`config.mk`:
```
export PLATFORM = sky130hd
export DESIGN_NAME = crossingCaptureSeq
export DESIGN_NICKNAME = d
export VERILOG_FILES = /design/src/rtl/seqPkg.sv /design/src/rtl/seqCtrl.sv /design/src/rtl/seqData.sv /design/src/rtl/crossingCaptureSeq.sv
export SDC_FILE = /design/constraint.sdc
export NUM_CORES = 1
export LEC_CHECK = 0
export BUFFER_PORTS_ARGS = -buffer_cell sky130_fd_sc_hd__buf_2
export CORE_ASPECT_RATIO = 1.25
export CORE_UTILIZATION = 50
export CTS_CLUSTER_SIZE = 8
export DETAILED_ROUTE_END_ITERATION = 6
export MAX_ROUTING_LAYER = met4
export PLACE_DENSITY = 0.7
export SYNTH_ARGS = -nofsm -noshare
export SYNTH_HDL_FRONTEND = slang
export SYNTH_SLANG_ARGS = --single-unit
export TNS_END_PERCENT = 30
```
`constraint.sdc`:
```
create_clock -name clk -period 2.06 [get_ports clk]
set_input_delay 0 -clock clk [delete_from_list [all_inputs] [get_ports clk]]
set_output_delay 0 -clock clk [all_outputs]
set_load 0.01 [all_outputs]
```
`src/rtl/seqPkg.sv`:
```
package seqPkg;
  typedef struct packed {
    logic gainSample;
    logic store;
    logic discard;
    logic clear;
  } seqStb_t;
endpackage

```
`src/rtl/seqCtrl.sv`:
```
module seqCtrl
  import seqPkg::*;
#(
  parameter int TRIG_AT  = 4,
  parameter int GAIN_AT  = 5,
  parameter int END_AT   = 6,
  parameter int READY_AT = 7
) (
  input  logic    clk,
  input  logic    rstN,
  input  logic    clearAcq,
  input  logic    bxStrobe,
  input  logic    trigIn,
  input  logic    full,
  output seqStb_t stb
);
  localparam int CNT_W = $clog2(READY_AT + 1);

  logic [CNT_W-1:0] phase;
  logic trigLat;
  logic ready;
  logic accept;

  assign ready  = (phase == '0) || (phase == CNT_W'(READY_AT));
  assign accept = ready && bxStrobe && !full && !clearAcq;

  always_ff @(posedge clk or negedge rstN) begin
    if (!rstN) begin
      phase   <= '0;
      trigLat <= 1'b0;
    end else if (clearAcq) begin
      phase   <= '0;
      trigLat <= 1'b0;
    end else begin
      if (accept)                           phase <= CNT_W'(1);
      else if (phase == CNT_W'(READY_AT))   phase <= '0;
      else if (phase != '0)                 phase <= phase + CNT_W'(1);
      if (phase == CNT_W'(TRIG_AT)) trigLat <= trigIn;
    end
  end

  always_comb begin
    stb.gainSample = (phase == CNT_W'(GAIN_AT));
    stb.store      = (phase == CNT_W'(END_AT)) && trigLat;
    stb.discard    = (phase == CNT_W'(END_AT)) && !trigLat;
    stb.clear      = clearAcq;
  end

  // mid-sequence strobes never disturb the phase count
  a_r7_busy_ignore: assert property (@(posedge clk) disable iff (!rstN)
    (!ready && !clearAcq) |=> (phase == $past(phase) + CNT_W'(1)));

  // decision pulse lasts exactly one cycle
  a_r4_single_pulse: assert property (@(posedge clk) disable iff (!rstN)
    (stb.store || stb.discard) |=> !(stb.store || stb.discard));
endmodule

```
`src/rtl/seqData.sv`:
```
module seqData
  import seqPkg::*;
#(
  parameter int CELLS = 16,
  localparam int PTR_W = $clog2(CELLS)
) (
  input  logic             clk,
  input  logic             rstN,
  input  seqStb_t          stb,
  input  logic             gainIn,
  input  logic [PTR_W-1:0] rdIdx,
  output logic [PTR_W-1:0] cellIdx,
  output logic             full,
  output logic             rdGain
);
  logic [PTR_W:0]   usedCnt;
  logic             gainLat;
  logic [CELLS-1:0] tags;

  assign full    = (usedCnt == (PTR_W+1)'(CELLS));
  assign cellIdx = usedCnt[PTR_W-1:0];
  assign rdGain  = tags[rdIdx];

  always_ff @(posedge clk or negedge rstN) begin
    if (!rstN) begin
      usedCnt <= '0;
      gainLat <= 1'b0;
      tags    <= '0;
    end else if (stb.clear) begin
      usedCnt <= '0;
      gainLat <= 1'b0;
      tags    <= '0;
    end else begin
      if (stb.gainSample) gainLat <= gainIn;
      if (stb.store) begin
        tags[cellIdx] <= gainLat;
        usedCnt       <= usedCnt + (PTR_W+1)'(1);
      end
    end
  end

  // pointer advances on store, holds on discard
  a_r5_advance: assert property (@(posedge clk) disable iff (!rstN)
    (stb.store && !stb.clear) |=> (usedCnt == $past(usedCnt) + (PTR_W+1)'(1)));
  a_r5_hold: assert property (@(posedge clk) disable iff (!rstN)
    (stb.discard && !stb.clear) |=> $stable(usedCnt));
  // control never stores into a full memory
  a_r8_no_overflow: assert property (@(posedge clk) disable iff (!rstN)
    full |-> !stb.store);
  // clear empties the memory
  a_r9_clear: assert property (@(posedge clk) disable iff (!rstN)
    stb.clear |=> (usedCnt == '0 && tags == '0));
endmodule

```
`src/rtl/crossingCaptureSeq.sv`:
```
module crossingCaptureSeq
  import seqPkg::*;
#(
  parameter int CELLS    = 16,
  parameter int TRIG_AT  = 4,
  parameter int GAIN_AT  = 5,
  parameter int END_AT   = 6,
  parameter int READY_AT = 7,
  localparam int PTR_W   = $clog2(CELLS)
) (
  input  logic             clk,
  input  logic             rstN,
  input  logic             clearAcq,
  input  logic             bxStrobe,
  input  logic             trigIn,
  input  logic             gainIn,
  input  logic [PTR_W-1:0] rdIdx,
  output logic             integReset,
  output logic             memorize,
  output logic [PTR_W-1:0] cellIdx,
  output logic             full,
  output logic             rdGain
);
  seqStb_t stb;

  seqCtrl #(.TRIG_AT(TRIG_AT), .GAIN_AT(GAIN_AT), .END_AT(END_AT), .READY_AT(READY_AT)) u_ctrl (
    .clk(clk), .rstN(rstN), .clearAcq(clearAcq), .bxStrobe(bxStrobe),
    .trigIn(trigIn), .full(full), .stb(stb)
  );

  seqData #(.CELLS(CELLS)) u_data (
    .clk(clk), .rstN(rstN), .stb(stb), .gainIn(gainIn), .rdIdx(rdIdx),
    .cellIdx(cellIdx), .full(full), .rdGain(rdGain)
  );

  assign memorize   = stb.store;
  assign integReset = stb.discard;
endmodule

```
==> metrics.cfg <==
[sta]
slew_headroom = 0.6061
finalWorstSetupSlack_ns = 0.2943
tightest_slew_ns = 0.5909
timing.hold.ws_ns = 0.1265
hold_violations = 0
final.setup.tns_ns = 0
finalCritPeriodShare = 0.8571
min_period_ns = 1.766
clock.fmax_ghz = 0.5663
worst_clock_skew_ns = 0.002896
grt_setup_unrepaired = false
finalSetupViolCount = 0
final_max_slew_viol_count = 0

[route]
via_count_of_the_routed_design = 1171
first_pass_iters = 4
drt_first_iter_violations = 56
ant_nets = 0
routed_wirelength_um = 3059
route.detailed.vias_per_inst = 5.603
drcViolationCount = 0
routedWlPerCell_um = 14.64

[worst_setup_path]
count_of_buffer_and_inverter_cells_on_the_critical_path = 1
timing.setup.critical_path_class = flip-flop to flip-flop
worst-endpoint-required_ns = 2.26
cell_depth_of_the_worst_flop_to_flop_path = 6
setup.reg_to_reg.worst_slack_ns = 0.29
crit_fanout = 7
cpLargestDelayFamily = simple AND/OR/NAND/NOR gates
timing.rr.start = u_ctrl.phase[0]$_DFFE_PN0P_
max_stage_delay_ns = 0.45
timing.rr.end = u_data.tags[0]$_DFFE_PN0P_
timing.critical_path.from_type = flip-flop
timing.critical_path.cells = inv_1, ha_1, nand4_1, nor3_1, mux2i_1, nor2_1
cp.arrival_ns = 1.97
cp_slowest_cell = sky130_fd_sc_hd__dfrtp_1
crit_path_end_kind = flip-flop

[clocking]
tritoncts = yes
worstSkewPairLatency_ns = 0.32
clk_path_buf_depth = 2
clkTransAtPathRegs_ns = 0.14
ctsHtreeMaxLevel = 1
clockRootBuffer = sky130_fd_sc_hd__clkbuf_4
clock_sink_count = 26
numCtsBuffers = 3
postCtsSetupBuffers = 0

[logic_synthesis]
synth_top_area_cell = sky130_fd_sc_hd__dfrtp_1
netlist.area_leader.share = 0.4252
synth_flop_cell = sky130_fd_sc_hd__dfrtp_1
synth_fp_nets = 181
synthDistinctLibCells = 28
number_of_warning_messages_in_the_yosys_log = 0
cells_taking_the_most_area_after_synthesis = sky130_fd_sc_hd__dfrtp_1 (43%), sky130_fd_sc_hd__ha_1 (7.4%), sky130_fd_sc_hd__nor2_1 (5.9%), sky130_fd_sc_hd__a21oi_1 (5.6%), sky130_fd_sc_hd__mux4_1 (5.2%)
number_of_synthesized_flops_with_an_enable_pin = 0
synth_most_common_cell = sky130_fd_sc_hd__dfrtp_1
cells_after_synth = 162
yosys_register_bits = 26
post_synth_most_frequent_cells = sky130_fd_sc_hd__dfrtp_1 (26), sky130_fd_sc_hd__nor2_1 (24), sky130_fd_sc_hd__nand2_1 (18)
synthesis.area_sq_um = 1530
synth_seq_area_share = 0.4252
mean_cell_area_of_the_mapped_netlist_sq_um = 9.446
async_set_or_reset_register_ratio_after_synthesis = 1.000

[run_status]
outcome = finished clean

[placed_design]
globalplace.congestion = 0.8017
hpwlAfterDp_um = 2253
pre_cts_setup_slack_ns = 0.3417
portBuffers = 17

[cells_and_area]
final-seq-area_sq_um = 650.6
layout-drive-gt1-share = 0.1445
area_growth_pct = 7.849
final_core_utilization = 0.5656
num-nets-final = 193
fill_count = 290
multi_input_gate_area_in_the_final_layout_sq_um = 784.5
diodes = 0

[pwr]
leakage_uw = 0.0007364
switching_power_uw = 267.0
combPwrFrac = 0.181
power_switching_share = 0.2733
pwr_density_cell_nw_per_um2 = 592.0
ir_worst_vdd_v = 0.0004372
proportion_of_power_drawn_by_flip_flops_and_latches = 0.553
power_frac_clock = 0.266
internal-power_uw = 709.9
power.total_uw = 977.0

[global_routing]
grt_pass1_vias = 1073
global_route_wire_length_before_repair_um = 4905
grt_antenna_before_repair = 0
grt_start_max_net_pins = 28
globalRouteOverflowTotal = 0
grt_util_all_layers = 0.2018

[die]
io_pins = 18
core_area_sq_um = 2918
fp-row-count = 22
die-height_um = 63.85
floorplan_die_area_sq_um = 3287
initial_core_util = 0.5244
fp.dieW_um = 51.48

[worst_hold_path]
start_point_of_the_worst_hold_path = clearAcq
holdCritPathClass = input port to flip-flop
worstHoldEndpoint = u_data.usedCnt[3]$_DFFE_PN0P_
worstHoldPathCells = 2

[run]
max-cap-violations = 0

==> flip-flops by register name, summed over array words and instances, names as in the netlist <==
signal          count
u_ctrl.phase        3
u_ctrl.trigLat      1
u_data.usedCnt      5
u_data.gainLat      1
u_data.tags        16
==> per-stage QoR <==
stage	instance area, sq um	cells
after global routing	1650	209
after detailed placement	1584	202
after global placement	1584	202
after floorplan	1530	162
after CTS	1650	209
final	1650	209
==> per-layer routing <==
layer,part of all wire,routed length [um],up-vias,GRT usage
met3,0.032,97,6,0.02143
met1,0.43,1312,557,0.2489
li1,-,-,577,-
met4,0.022,68,0,0.06081
met5,0,0,-,-
met2,0.52,1580,31,0.3425
==> worst max path at each step <==
stage                            endpoint  depth (start not counted)                        start
2_1_floorplan  u_data.tags[0]$_DFFE_PN0P_                          6  u_ctrl.phase[0]$_DFFE_PN0P_
3_3_place_gp   u_data.tags[1]$_DFFE_PN0P_                          6  u_ctrl.phase[0]$_DFFE_PN0P_
3_5_place_dp   u_data.tags[0]$_DFFE_PN0P_                          6  u_ctrl.phase[0]$_DFFE_PN0P_
4_1_cts        u_data.tags[1]$_DFFE_PN0P_                          6  u_ctrl.phase[0]$_DFFE_PN0P_
5_1_grt        u_data.tags[1]$_DFFE_PN0P_                          6  u_ctrl.phase[0]$_DFFE_PN0P_
6_report       u_data.tags[0]$_DFFE_PN0P_                          6  u_ctrl.phase[0]$_DFFE_PN0P_
==> kinds of logic (layout without fill, tap and decap cells) <==
kind of cell / Yosys count / in the layout / share of synthesized area
buf+inv: 18 / 29 / 0.06214
mux: 11 / 11 / 0.1120
compound gates: 30 / 30 / 0.09976
flops: 26 / 26 / 0.4252
xor+xnor: 5 / 5 / 0.02862
simple gates: 63 / 63 / 0.1987
fa+ha+maj: 9 / 9 / 0.07359
==> cell usage in the layout (no fill, tap or decap), types with 4 or more instances in the layout <==
cell	n
sky130_fd_sc_hd__a21oi_1	17
sky130_fd_sc_hd__buf_2	17
sky130_fd_sc_hd__dfrtp_1	26
sky130_fd_sc_hd__ha_1	9
sky130_fd_sc_hd__inv_1	5
sky130_fd_sc_hd__mux2i_1	7
sky130_fd_sc_hd__nand2_1	18
sky130_fd_sc_hd__nand4_1	4
sky130_fd_sc_hd__nor2_1	24
sky130_fd_sc_hd__nor3_1	5
sky130_fd_sc_hd__o21ai_0	12
==> cell type report <==
| cell class | count | area share |
|---|---|---|
| multi-input cells | 118 | 0.4754 |
| flip-flops and latches | 26 | 0.3942 |
| repair buffers | 20 | 0.06975 |
| well taps | 36 | 0.02729 |
| clock buffers | 4 | 0.02199 |
| inverters | 5 | 0.01137 |
==> power by group through the flow <==
| stage | combinational [uW] | clock (uW) | sequential, uW |
|---|---|---|---|
| 2_1_floorplan | 127 | 0 | 545 |
| 3_3_place_gp | 168 | 0 | 548 |
| 3_5_place_dp | 175 | 0 | 550 |
| 4_1_cts | 181 | 266 | 541 |
| 5_1_grt | 198 | 287 | 542 |
| 6_report | 177 | 260 | 540 |
==> timing repair <==
item / 4_1_cts / 5_1_grt
resized for setup: 0 / 0
hold buffers: 3 / 0
endpoints found under the hold margin: 28 / 0
No activity file was read; power rests on OpenSTA's default activity.
